`src/rtl/xosc_pkg.sv`:
```
package xosc_pkg;

  typedef enum logic [1:0] {
    XM_PARK    = 2'd0,
    XM_CRYSTAL = 2'd1,
    XM_SINGLE  = 2'd2
  } xosc_mode_e;

  typedef enum logic [2:0] {
    ST_OFF  = 3'd0,
    ST_WAIT = 3'd1,
    ST_GOOD = 3'd2,
    ST_STOP = 3'd3,
    ST_DEAD = 3'd4
  } xosc_state_e;

  // Mode decode of the two control bits.
  function automatic xosc_mode_e f_mode(input logic off_b, input logic se_b);
    if (se_b)        return XM_SINGLE;
    else if (!off_b) return XM_CRYSTAL;
    else             return XM_PARK;
  endfunction

  function automatic logic f_is_park(input logic off_b, input logic se_b);
    return f_mode(off_b, se_b) == XM_PARK;
  endfunction

  function automatic logic f_osc_on(input logic off_b, input logic se_b);
    return f_mode(off_b, se_b) != XM_PARK;
  endfunction

  // A change of the single-ended bit must pass through the parked setting.
  function automatic logic f_mode_step_ok(input logic cur_off, input logic cur_se,
                                          input logic new_off, input logic new_se);
    return (cur_se == new_se) || f_is_park(cur_off, cur_se) || f_is_park(new_off, new_se);
  endfunction

endpackage

```
`src/rtl/xosc_cfg_regs.sv`:
```
module xosc_cfg_regs
  import xosc_pkg::*;
#(
  parameter int TIME_W = 6
) (
  input  logic              clk,
  input  logic              rst_n,
  input  logic              wr,
  input  logic              wr_off,
  input  logic              wr_se,
  input  logic [TIME_W-1:0] wr_stime,
  input  logic              stat_off,
  input  logic              pll_ref_osc,
  input  logic              pll_off,
  input  logic              mclk_hs,
  output logic              off_q,
  output logic              se_q,
  output logic [TIME_W-1:0] stime_q,
  output logic              start_evt,
  output logic              stop_evt,
  output logic              acc_evt,
  output logic              rej_mode,
  output logic              rej_dis,
  output logic              rej_en
);

  logic on_now;
  logic on_new;
  logic dis_req;
  logic en_req;
  logic held_by_users;

  assign on_now        = f_osc_on(off_q, se_q);
  assign on_new        = f_osc_on(wr_off, wr_se);
  assign dis_req       = on_now && !on_new;
  assign en_req        = !on_now && on_new;
  assign held_by_users = mclk_hs || (pll_ref_osc && !pll_off);

  assign rej_mode  = wr && !f_mode_step_ok(off_q, se_q, wr_off, wr_se);
  assign rej_dis   = wr && dis_req && held_by_users;
  assign rej_en    = wr && en_req && !stat_off;
  assign acc_evt   = wr && !rej_mode && !rej_dis && !rej_en;
  assign start_evt = acc_evt && en_req;
  assign stop_evt  = acc_evt && dis_req;

  always_ff @(posedge clk) begin
    if (!rst_n) begin
      off_q   <= 1'b1;
      se_q    <= 1'b0;
      stime_q <= '0;
    end else if (acc_evt) begin
      off_q   <= wr_off;
      se_q    <= wr_se;
      stime_q <= wr_stime;
    end
  end

endmodule

```
`src/rtl/xosc_pin_map.sv`:
```
module xosc_pin_map
  import xosc_pkg::*;
(
  input  logic off_q,
  input  logic se_q,
  output logic osc_en,
  output logic pin1_osc,
  output logic pin2_osc
);

  xosc_mode_e mode;

  always_comb begin
    mode = f_mode(off_q, se_q);
    unique case (mode)
      XM_CRYSTAL: begin osc_en = 1'b1; pin1_osc = 1'b1; pin2_osc = 1'b1; end
      XM_SINGLE:  begin osc_en = 1'b1; pin1_osc = 1'b1; pin2_osc = 1'b0; end
      default:    begin osc_en = 1'b0; pin1_osc = 1'b0; pin2_osc = 1'b0; end
    endcase
  end

endmodule

```
`src/rtl/xosc_startup_seq.sv`:
```
module xosc_startup_seq
  import xosc_pkg::*;
#(
  parameter int TIME_W    = 6,
  parameter int TMO_EXTRA = 8
) (
  input  logic              clk,
  input  logic              rst_n,
  input  logic              tick,
  input  logic              osc_alive,
  input  logic              start_evt,
  input  logic              stop_evt,
  input  logic [TIME_W-1:0] stime,
  output logic              stat_good,
  output logic              stat_off,
  output logic              good_hit,
  output logic              tmo_hit,
  output logic              lost_hit,
  output logic              gone_hit
);

  localparam int TMO_UNITS = (1 << TIME_W) + TMO_EXTRA;
  localparam int CNT_W     = $clog2(TMO_UNITS + 1);
  localparam logic [CNT_W-1:0] CNT_LAST = CNT_W'(TMO_UNITS - 1);

  // Startup is due once the count of completed ticks reaches the field.
  function automatic logic f_due(input logic [CNT_W-1:0] c, input logic [TIME_W-1:0] n);
    return c >= {{(CNT_W-TIME_W){1'b0}}, n};
  endfunction

  xosc_state_e      st;
  logic [CNT_W-1:0] cnt;
  logic             seen;
  logic             win;

  assign good_hit = (st == ST_WAIT) && tick && !stop_evt && f_due(cnt, stime) && (seen || osc_alive);
  assign tmo_hit  = (st == ST_WAIT) && tick && !stop_evt && !good_hit && (cnt == CNT_LAST);
  assign lost_hit = (st == ST_GOOD) && tick && !stop_evt && !(win || osc_alive);
  assign gone_hit = (st == ST_STOP) && tick && !osc_alive;

  always_ff @(posedge clk) begin
    if (!rst_n) begin
      st   <= ST_OFF;
      cnt  <= '0;
      seen <= 1'b0;
      win  <= 1'b0;
    end else begin
      unique case (st)
        ST_OFF: begin
          if (start_evt) begin
            st   <= ST_WAIT;
            cnt  <= '0;
            seen <= 1'b0;
          end
        end
        ST_WAIT: begin
          seen <= seen || osc_alive;
          if (stop_evt) begin
            st <= ST_STOP;
          end else if (good_hit) begin
            st  <= ST_GOOD;
            win <= osc_alive;
          end else if (tmo_hit) begin
            st <= ST_DEAD;
          end else if (tick) begin
            cnt <= cnt + 1'b1;
          end
        end
        ST_GOOD: begin
          if (stop_evt)     st  <= ST_STOP;
          else if (lost_hit) st <= ST_DEAD;
          else if (tick)    win <= osc_alive;
          else              win <= win || osc_alive;
        end
        ST_DEAD: begin
          if (stop_evt) st <= ST_STOP;
        end
        ST_STOP: begin
          if (gone_hit) st <= ST_OFF;
        end
        default: st <= ST_OFF;
      endcase
    end
  end

  assign stat_good = (st == ST_GOOD);
  assign stat_off  = (st == ST_OFF) || (st == ST_DEAD);

endmodule

```
`src/rtl/xosc_start_ctrl.sv`:
```
module xosc_start_ctrl
  import xosc_pkg::*;
#(
  parameter int TIME_W    = 6,
  parameter int TMO_EXTRA = 8
) (
  input  logic              clk,
  input  logic              rst_n,
  input  logic              cfg_wr,
  input  logic              cfg_off,
  input  logic              cfg_se,
  input  logic [TIME_W-1:0] cfg_stime,
  input  logic              tick,
  input  logic              osc_alive,
  input  logic              pll_ref_osc,
  input  logic              pll_off,
  input  logic              mclk_hs,
  output logic              osc_en,
  output logic              pin1_osc,
  output logic              pin2_osc,
  output logic              stat_good,
  output logic              stat_off,
  output logic              rd_off,
  output logic              rd_se,
  output logic [TIME_W-1:0] rd_stime
);

  // Named internal events, visible to the bound checker.
  logic start_evt;
  logic stop_evt;
  logic acc_evt;
  logic rej_mode;
  logic rej_dis;
  logic rej_en;
  logic good_hit;
  logic tmo_hit;
  logic lost_hit;
  logic gone_hit;

  xosc_cfg_regs #(.TIME_W(TIME_W)) u_cfg (
    .clk        (clk),
    .rst_n      (rst_n),
    .wr         (cfg_wr),
    .wr_off     (cfg_off),
    .wr_se      (cfg_se),
    .wr_stime   (cfg_stime),
    .stat_off   (stat_off),
    .pll_ref_osc(pll_ref_osc),
    .pll_off    (pll_off),
    .mclk_hs    (mclk_hs),
    .off_q      (rd_off),
    .se_q       (rd_se),
    .stime_q    (rd_stime),
    .start_evt  (start_evt),
    .stop_evt   (stop_evt),
    .acc_evt    (acc_evt),
    .rej_mode   (rej_mode),
    .rej_dis    (rej_dis),
    .rej_en     (rej_en)
  );

  xosc_pin_map u_pins (
    .off_q   (rd_off),
    .se_q    (rd_se),
    .osc_en  (osc_en),
    .pin1_osc(pin1_osc),
    .pin2_osc(pin2_osc)
  );

  xosc_startup_seq #(.TIME_W(TIME_W), .TMO_EXTRA(TMO_EXTRA)) u_seq (
    .clk      (clk),
    .rst_n    (rst_n),
    .tick     (tick),
    .osc_alive(osc_alive),
    .start_evt(start_evt),
    .stop_evt (stop_evt),
    .stime    (rd_stime),
    .stat_good(stat_good),
    .stat_off (stat_off),
    .good_hit (good_hit),
    .tmo_hit  (tmo_hit),
    .lost_hit (lost_hit),
    .gone_hit (gone_hit)
  );

endmodule

```
`config.mk`:
```
export PLATFORM = sky130hd
export DESIGN_NAME = xosc_start_ctrl
export DESIGN_NICKNAME = d
export VERILOG_FILES = /design/src/rtl/xosc_pkg.sv /design/src/rtl/xosc_cfg_regs.sv /design/src/rtl/xosc_pin_map.sv /design/src/rtl/xosc_startup_seq.sv /design/src/rtl/xosc_start_ctrl.sv
export SDC_FILE = /design/constraint.sdc
export NUM_CORES = 1
export LEC_CHECK = 0
export ABC_AREA = 0
export CAP_MARGIN = 20
export CORE_MARGIN = 2
export CORE_UTILIZATION = 50
export CTS_BUF_LIST = sky130_fd_sc_hd__clkbuf_4 sky130_fd_sc_hd__clkbuf_8
export CTS_CLUSTER_SIZE = 25
export DETAILED_ROUTE_END_ITERATION = 8
export GPL_TIMING_DRIVEN = 0
export HOLD_SLACK_MARGIN = 0.02
export PLACE_DENSITY = 0.79
export SETUP_SLACK_MARGIN = 0.05
export SKIP_LAST_GASP = 1
export SYNTH_ARGS = -nofsm -noshare
export SYNTH_HDL_FRONTEND = slang
export SYNTH_SLANG_ARGS = --single-unit
```
`constraint.sdc`:
```
create_clock -name clk -period 2.75 [get_ports clk]
set_input_delay 0.4125 -clock clk [delete_from_list [all_inputs] [get_ports clk]]
set_output_delay 0.4125 -clock clk [all_outputs]
set_load 0.03 [all_outputs]
```
==> results of run 1 <==
[Yosys cell counts, drive strengths merged, types with 2 or more instances]
cell type | n | share of area [%]
a31oi | 5 | 2.4
a221oi | 2 | 1.3
nor3 | 4 | 1.5
ha | 7 | 6.7
and2 | 3 | 1.4
inv | 12 | 3.5
dfxtp | 20 | 31
o311ai | 2 | 3.3
o21ai | 6 | 2.3
a21oi | 3 | 1.2
nand2 | 11 | 3.2
nor2b | 2 | 1.2
clkbuf | 2 | 0.58
nand4 | 2 | 0.96
nor2 | 14 | 4.0
nor4b | 2 | 1.3
nand3 | 4 | 1.5
or2 | 2 | 0.96
mux2i | 9 | 6.9
o22ai | 2 | 0.96
a41oi | 5 | 3.4
nor3b | 3 | 2.5
and3 | 3 | 1.4
nand2b | 8 | 3.9
[placed cells by master (no fill, tap or decap), drive strengths merged, types with 5 or more instances in the layout]
cell type and n:
a41oi 5, o21ai 6, inv 12, ha 7
nand2 11, clkbuf 5, nand2b 8, nor2 14
dfxtp 20, clkdlybuf4s50 28, a31oi 5, mux2i 9
[per-layer routing]
layer  vias to the layer above  global-route usage, %
li1                        627                      -
met4                         0                   4.88
met3                         9                   5.65
met5                         -                      0
met2                        49                   45.0
met1                       622                   28.4
[report_power, final]
part	internal, mW	switching (mW)
logic	0.234	0.288
registers	0.332	0.0497
clock network	0.147	0.0971
[worst max-delay path, delay by kind of cell, from the launching register on]
family                     cells  cell delay (ns)
AOI/OAI and AO/OA              4             1.53
adders and majority gates      1             0.27
buffers and inverters          1             0.09
and+or+nand+nor                1             0.16
DFF                            1             0.37
[per-stage QoR]
| stage | util (%) | instance area, µm² | hold WS (ns) |
|---|---|---|---|
| after floorplan | - | 1300 | 0.447 |
| after global placement | 65.3 | 1620 | 0.480 |
| after detailed placement | 65.3 | 1620 | 0.484 |
| after CTS | 67.4 | 1670 | 0.508 |
| after global routing | 67.4 | 1670 | 0.520 |
| final | 67.4 | 1670 | 0.511 |
[cells by family (layout without fill, tap and decap cells)]
kind of cell | count (synthesis) | after routing | share of synthesized area, %
compound gates | 37 | 37 | 23.6
flops | 20 | 20 | 30.8
simple gates | 62 | 62 | 27.3
fa+ha+maj | 7 | 7 | 6.74
buf+inv | 15 | 47 | 4.62
mux | 9 | 9 | 6.93
[state kept, by name, summed over array words and instances (netlist names)]
signal / cells
u_seq.cnt: 7
u_seq.st: 3
u_cfg.off_q: 1
u_cfg.stime_q: 6
u_seq.seen: 1
u_seq.win: 1
u_cfg.se_q: 1
[area by class of cell]
type                       count  area share [%]
sequential                    20            24.0
timing repair buffer          28            16.8
clock buffer                   3            1.35
clock inverter                 1            1.80
tap                           30            2.25
multi-input combinational    115            50.3
inverter                      12            2.70
buffer                         3           0.899
[final timing paths]
check	slack, ns	depth (start not counted)	endpoint
worst max-delay path	0.22	7	u_seq.cnt[0]
worst min register to register	0.51	2	u_seq.cnt[1]
worst max register to register	0.22	7	u_seq.cnt[0]
worst min-delay path	0.51	2	u_seq.cnt[1]
==> tab_implementation.tex, run 1 <==
\begin{tabular}{lr}
\hline
Metric & Value \\
\hline
\multicolumn{2}{l}{\textbf{STA}} \\
\quad Maximum clock rate & $\sim$400 MHz \\
\quad Clock skew & 0.00294 ns \\
\quad Tightest Pin Transition & roughly 0.61 ns \\
\quad Final critical-path required period & 2.53 ns \\
\quad Period utilization & 92.0\% \\
\quad Final Hold Viols & 0 \\
\quad Max Slew Vio Count & 0 \\
\quad Final count of negative-setup-slack endpoints & 0 \\
\quad Smallest setup slack after layout & 0.219 ns \\
\quad Sum Neg Setup Slack & 0 ns \\
\quad RSZ-0062 raised after global routing & false \\
\quad Max-Slew Margin vs Limit & 59.3\% \\
\multicolumn{2}{l}{\textbf{Placed design}} \\
\quad Post-placement worst setup slack & roughly 0.14 ns \\
\quad Number of port buffers & 28 \\
\quad Detailed Place HPWL & 2540 µm \\
\quad Last weighted congestion value of the routability-driven placer & 0.849 \\
\quad Placed Cells incl. Taps & 208 \\
\multicolumn{2}{l}{\textbf{Global route}} \\
\quad Antenna violations before repair & 0 \\
\quad Wire length of the first global-routing pass & approximately 5300 µm \\
\quad Vias in the first global route & 1208 \\
\quad Overflow left after global routing & 0 \\
\quad Maximum number of pins on one net before global-route repair & 13 \\
\quad Global-route usage over all layers & approximately 24\% \\
\multicolumn{2}{l}{\textbf{Clock tree}} \\
\quad Clock sink total & 20 \\
\quad Setup repair bufs after CTS & 0 \\
\quad Gates resized, CTS repair & 0 \\
\quad Clock network latency to the later pin of the worst-skew pair & approximately 0.31 ns \\
\quad Total clock buffers created by CTS & 3 \\
\quad Clock-pin transition on the worst setup and hold timing paths & $\sim$0.12 ns \\
\quad Hold Buf Count CTS & 0 \\
\quad Root buffer selected by CTS & clkbuf\_4 \\
\quad H-tree lvl count & 1 \\
\quad TritonCTS clock tree & yes \\
\quad Worst-case clock buffer depth & 2 \\
\multicolumn{2}{l}{\textbf{Setup path}} \\
\quad CP Launch Type & flop \\
\quad Critical-path cell list & inv\_1 > ha\_1 > nand2b\_1 > a2111oi\_2 > o2111ai\_1 > o311ai\_2 > o21ai\_0 \\
\quad Worst Path Required & 2.94 ns \\
\quad Category of the critical setup timing path & flop to flop \\
\quad R2r startpoint & u\_seq.cnt[0] \\
\quad Slowest-stage cell, CP & a2111oi\_2 \\
\quad CP arrival & roughly 2.7 ns \\
\quad Launching instance or port of the critical path & u\_seq.cnt[0] \\
\quad Highest net fanout along the worst path & 6 \\
\quad Crit. End Element & flop \\
\quad Max incr delay on CP & 0.63 ns \\
\multicolumn{2}{l}{\textbf{Floorplan}} \\
\quad Starting density of the core & between 50 and 60\% \\
\quad Vertical die dimension & approximately 55 µm \\
\quad Core ar. & approximately 2500 µm² \\
\quad Horizontal die dimension & 55.0 µm \\
\quad DIE AREA & $\sim$3000 µm² \\
\quad Site row count & 18 \\
\quad IO Count & 29 \\
\multicolumn{2}{l}{\textbf{Cells and area}} \\
\quad Ant diodes & 0 \\
\quad Growth of design area from synthesis to finish & 28.5\% \\
\quad Total area of sequential cells & around 400 µm² \\
\quad Filler Cell Count & around 210 \\
\quad Number of cells in the finished layout apart from fillers & roughly 210 \\
\quad Post-layout nets & about 210 \\
\quad Layout cells sized above 1 & 7.69\% \\
\quad Multi-input gate area & 840 µm² \\
\multicolumn{2}{l}{\textbf{Yosys}} \\
\quad Register bit total from synthesis & 20 \\
\quad Post-synth top flop & dfxtp\_1 \\
\quad Average cell area after synthesis & 8.67 µm² \\
\quad Area of the mapped netlist & $\sim$1300 µm² \\
\quad Post-synth net total & 173 \\
\quad Gate count after technology mapping & 150 \\
\quad Number of warnings printed during yosys synthesis & 0 \\
\quad Sequential cell area fraction in the yosys report & 30.8\% \\
\quad Share of flip-flops with an asynchronous set or reset after synthesis & 0\% \\
\quad Count of flip-flops with a built-in enable after synthesis & 0 \\
\quad Yosys cell types & between 40 and 50 \\
\multicolumn{2}{l}{\textbf{Run status}} \\
\quad Outcome & complete, no violations \\
\multicolumn{2}{l}{\textbf{Drt}} \\
\quad Vias/cell & 6.17 \\
\quad Post-detailed-routing wire length & between 3000 and 4000 µm \\
\quad Routed length on met2 & approximately 1700 µm \\
\quad Number of DRC markers after the initial detailed-route iteration & 34 \\
\quad Final routed wire length divided by cell count & roughly 16 µm \\
\quad Sum of routed wire segments on met1 & about 1400 µm \\
\quad Vias post-DR & 1307 \\
\quad Routed Antenna Nets & 0 \\
\quad Detailed Routing Iterations Pass 1 & 4 \\
\quad DRC violations left & 0 \\
\quad Routed length on met3 & 159 µm \\
\quad Highest metal layer with signal wires & met4 \\
\multicolumn{2}{l}{\textbf{Pwr}} \\
\quad Power per unit of standard cell area & 687 nW/µm² \\
\quad Design Power & about 1.1 mW \\
\quad Leakage power & 0.680 nW \\
\quad Largest vdd supply drop & around 0.49 mV \\
\multicolumn{2}{l}{\textbf{Run}} \\
\quad Max-cap violation count & 0 \\
\multicolumn{2}{l}{\textbf{Hold path}} \\
\quad Worst Min Path Start & u\_seq.cnt[1] \\
\quad Tightest Hold Check Type & flop to flop \\
\hline
\end{tabular}
(Power assumes the default switching activity.)
==> run 2: changes to the inputs <==
Settings changed: SKIP_LAST_GASP 1 to not set.
==> results of run 2 <==
No change in the layout: final DEF, timing and power equal those of run 1.
==> run 3: changes to the inputs <==
Settings changed: HOLD_SLACK_MARGIN 0.02 to 0.1.
==> results of run 3 <==
No change in the layout: final DEF, timing and power equal those of run 1.
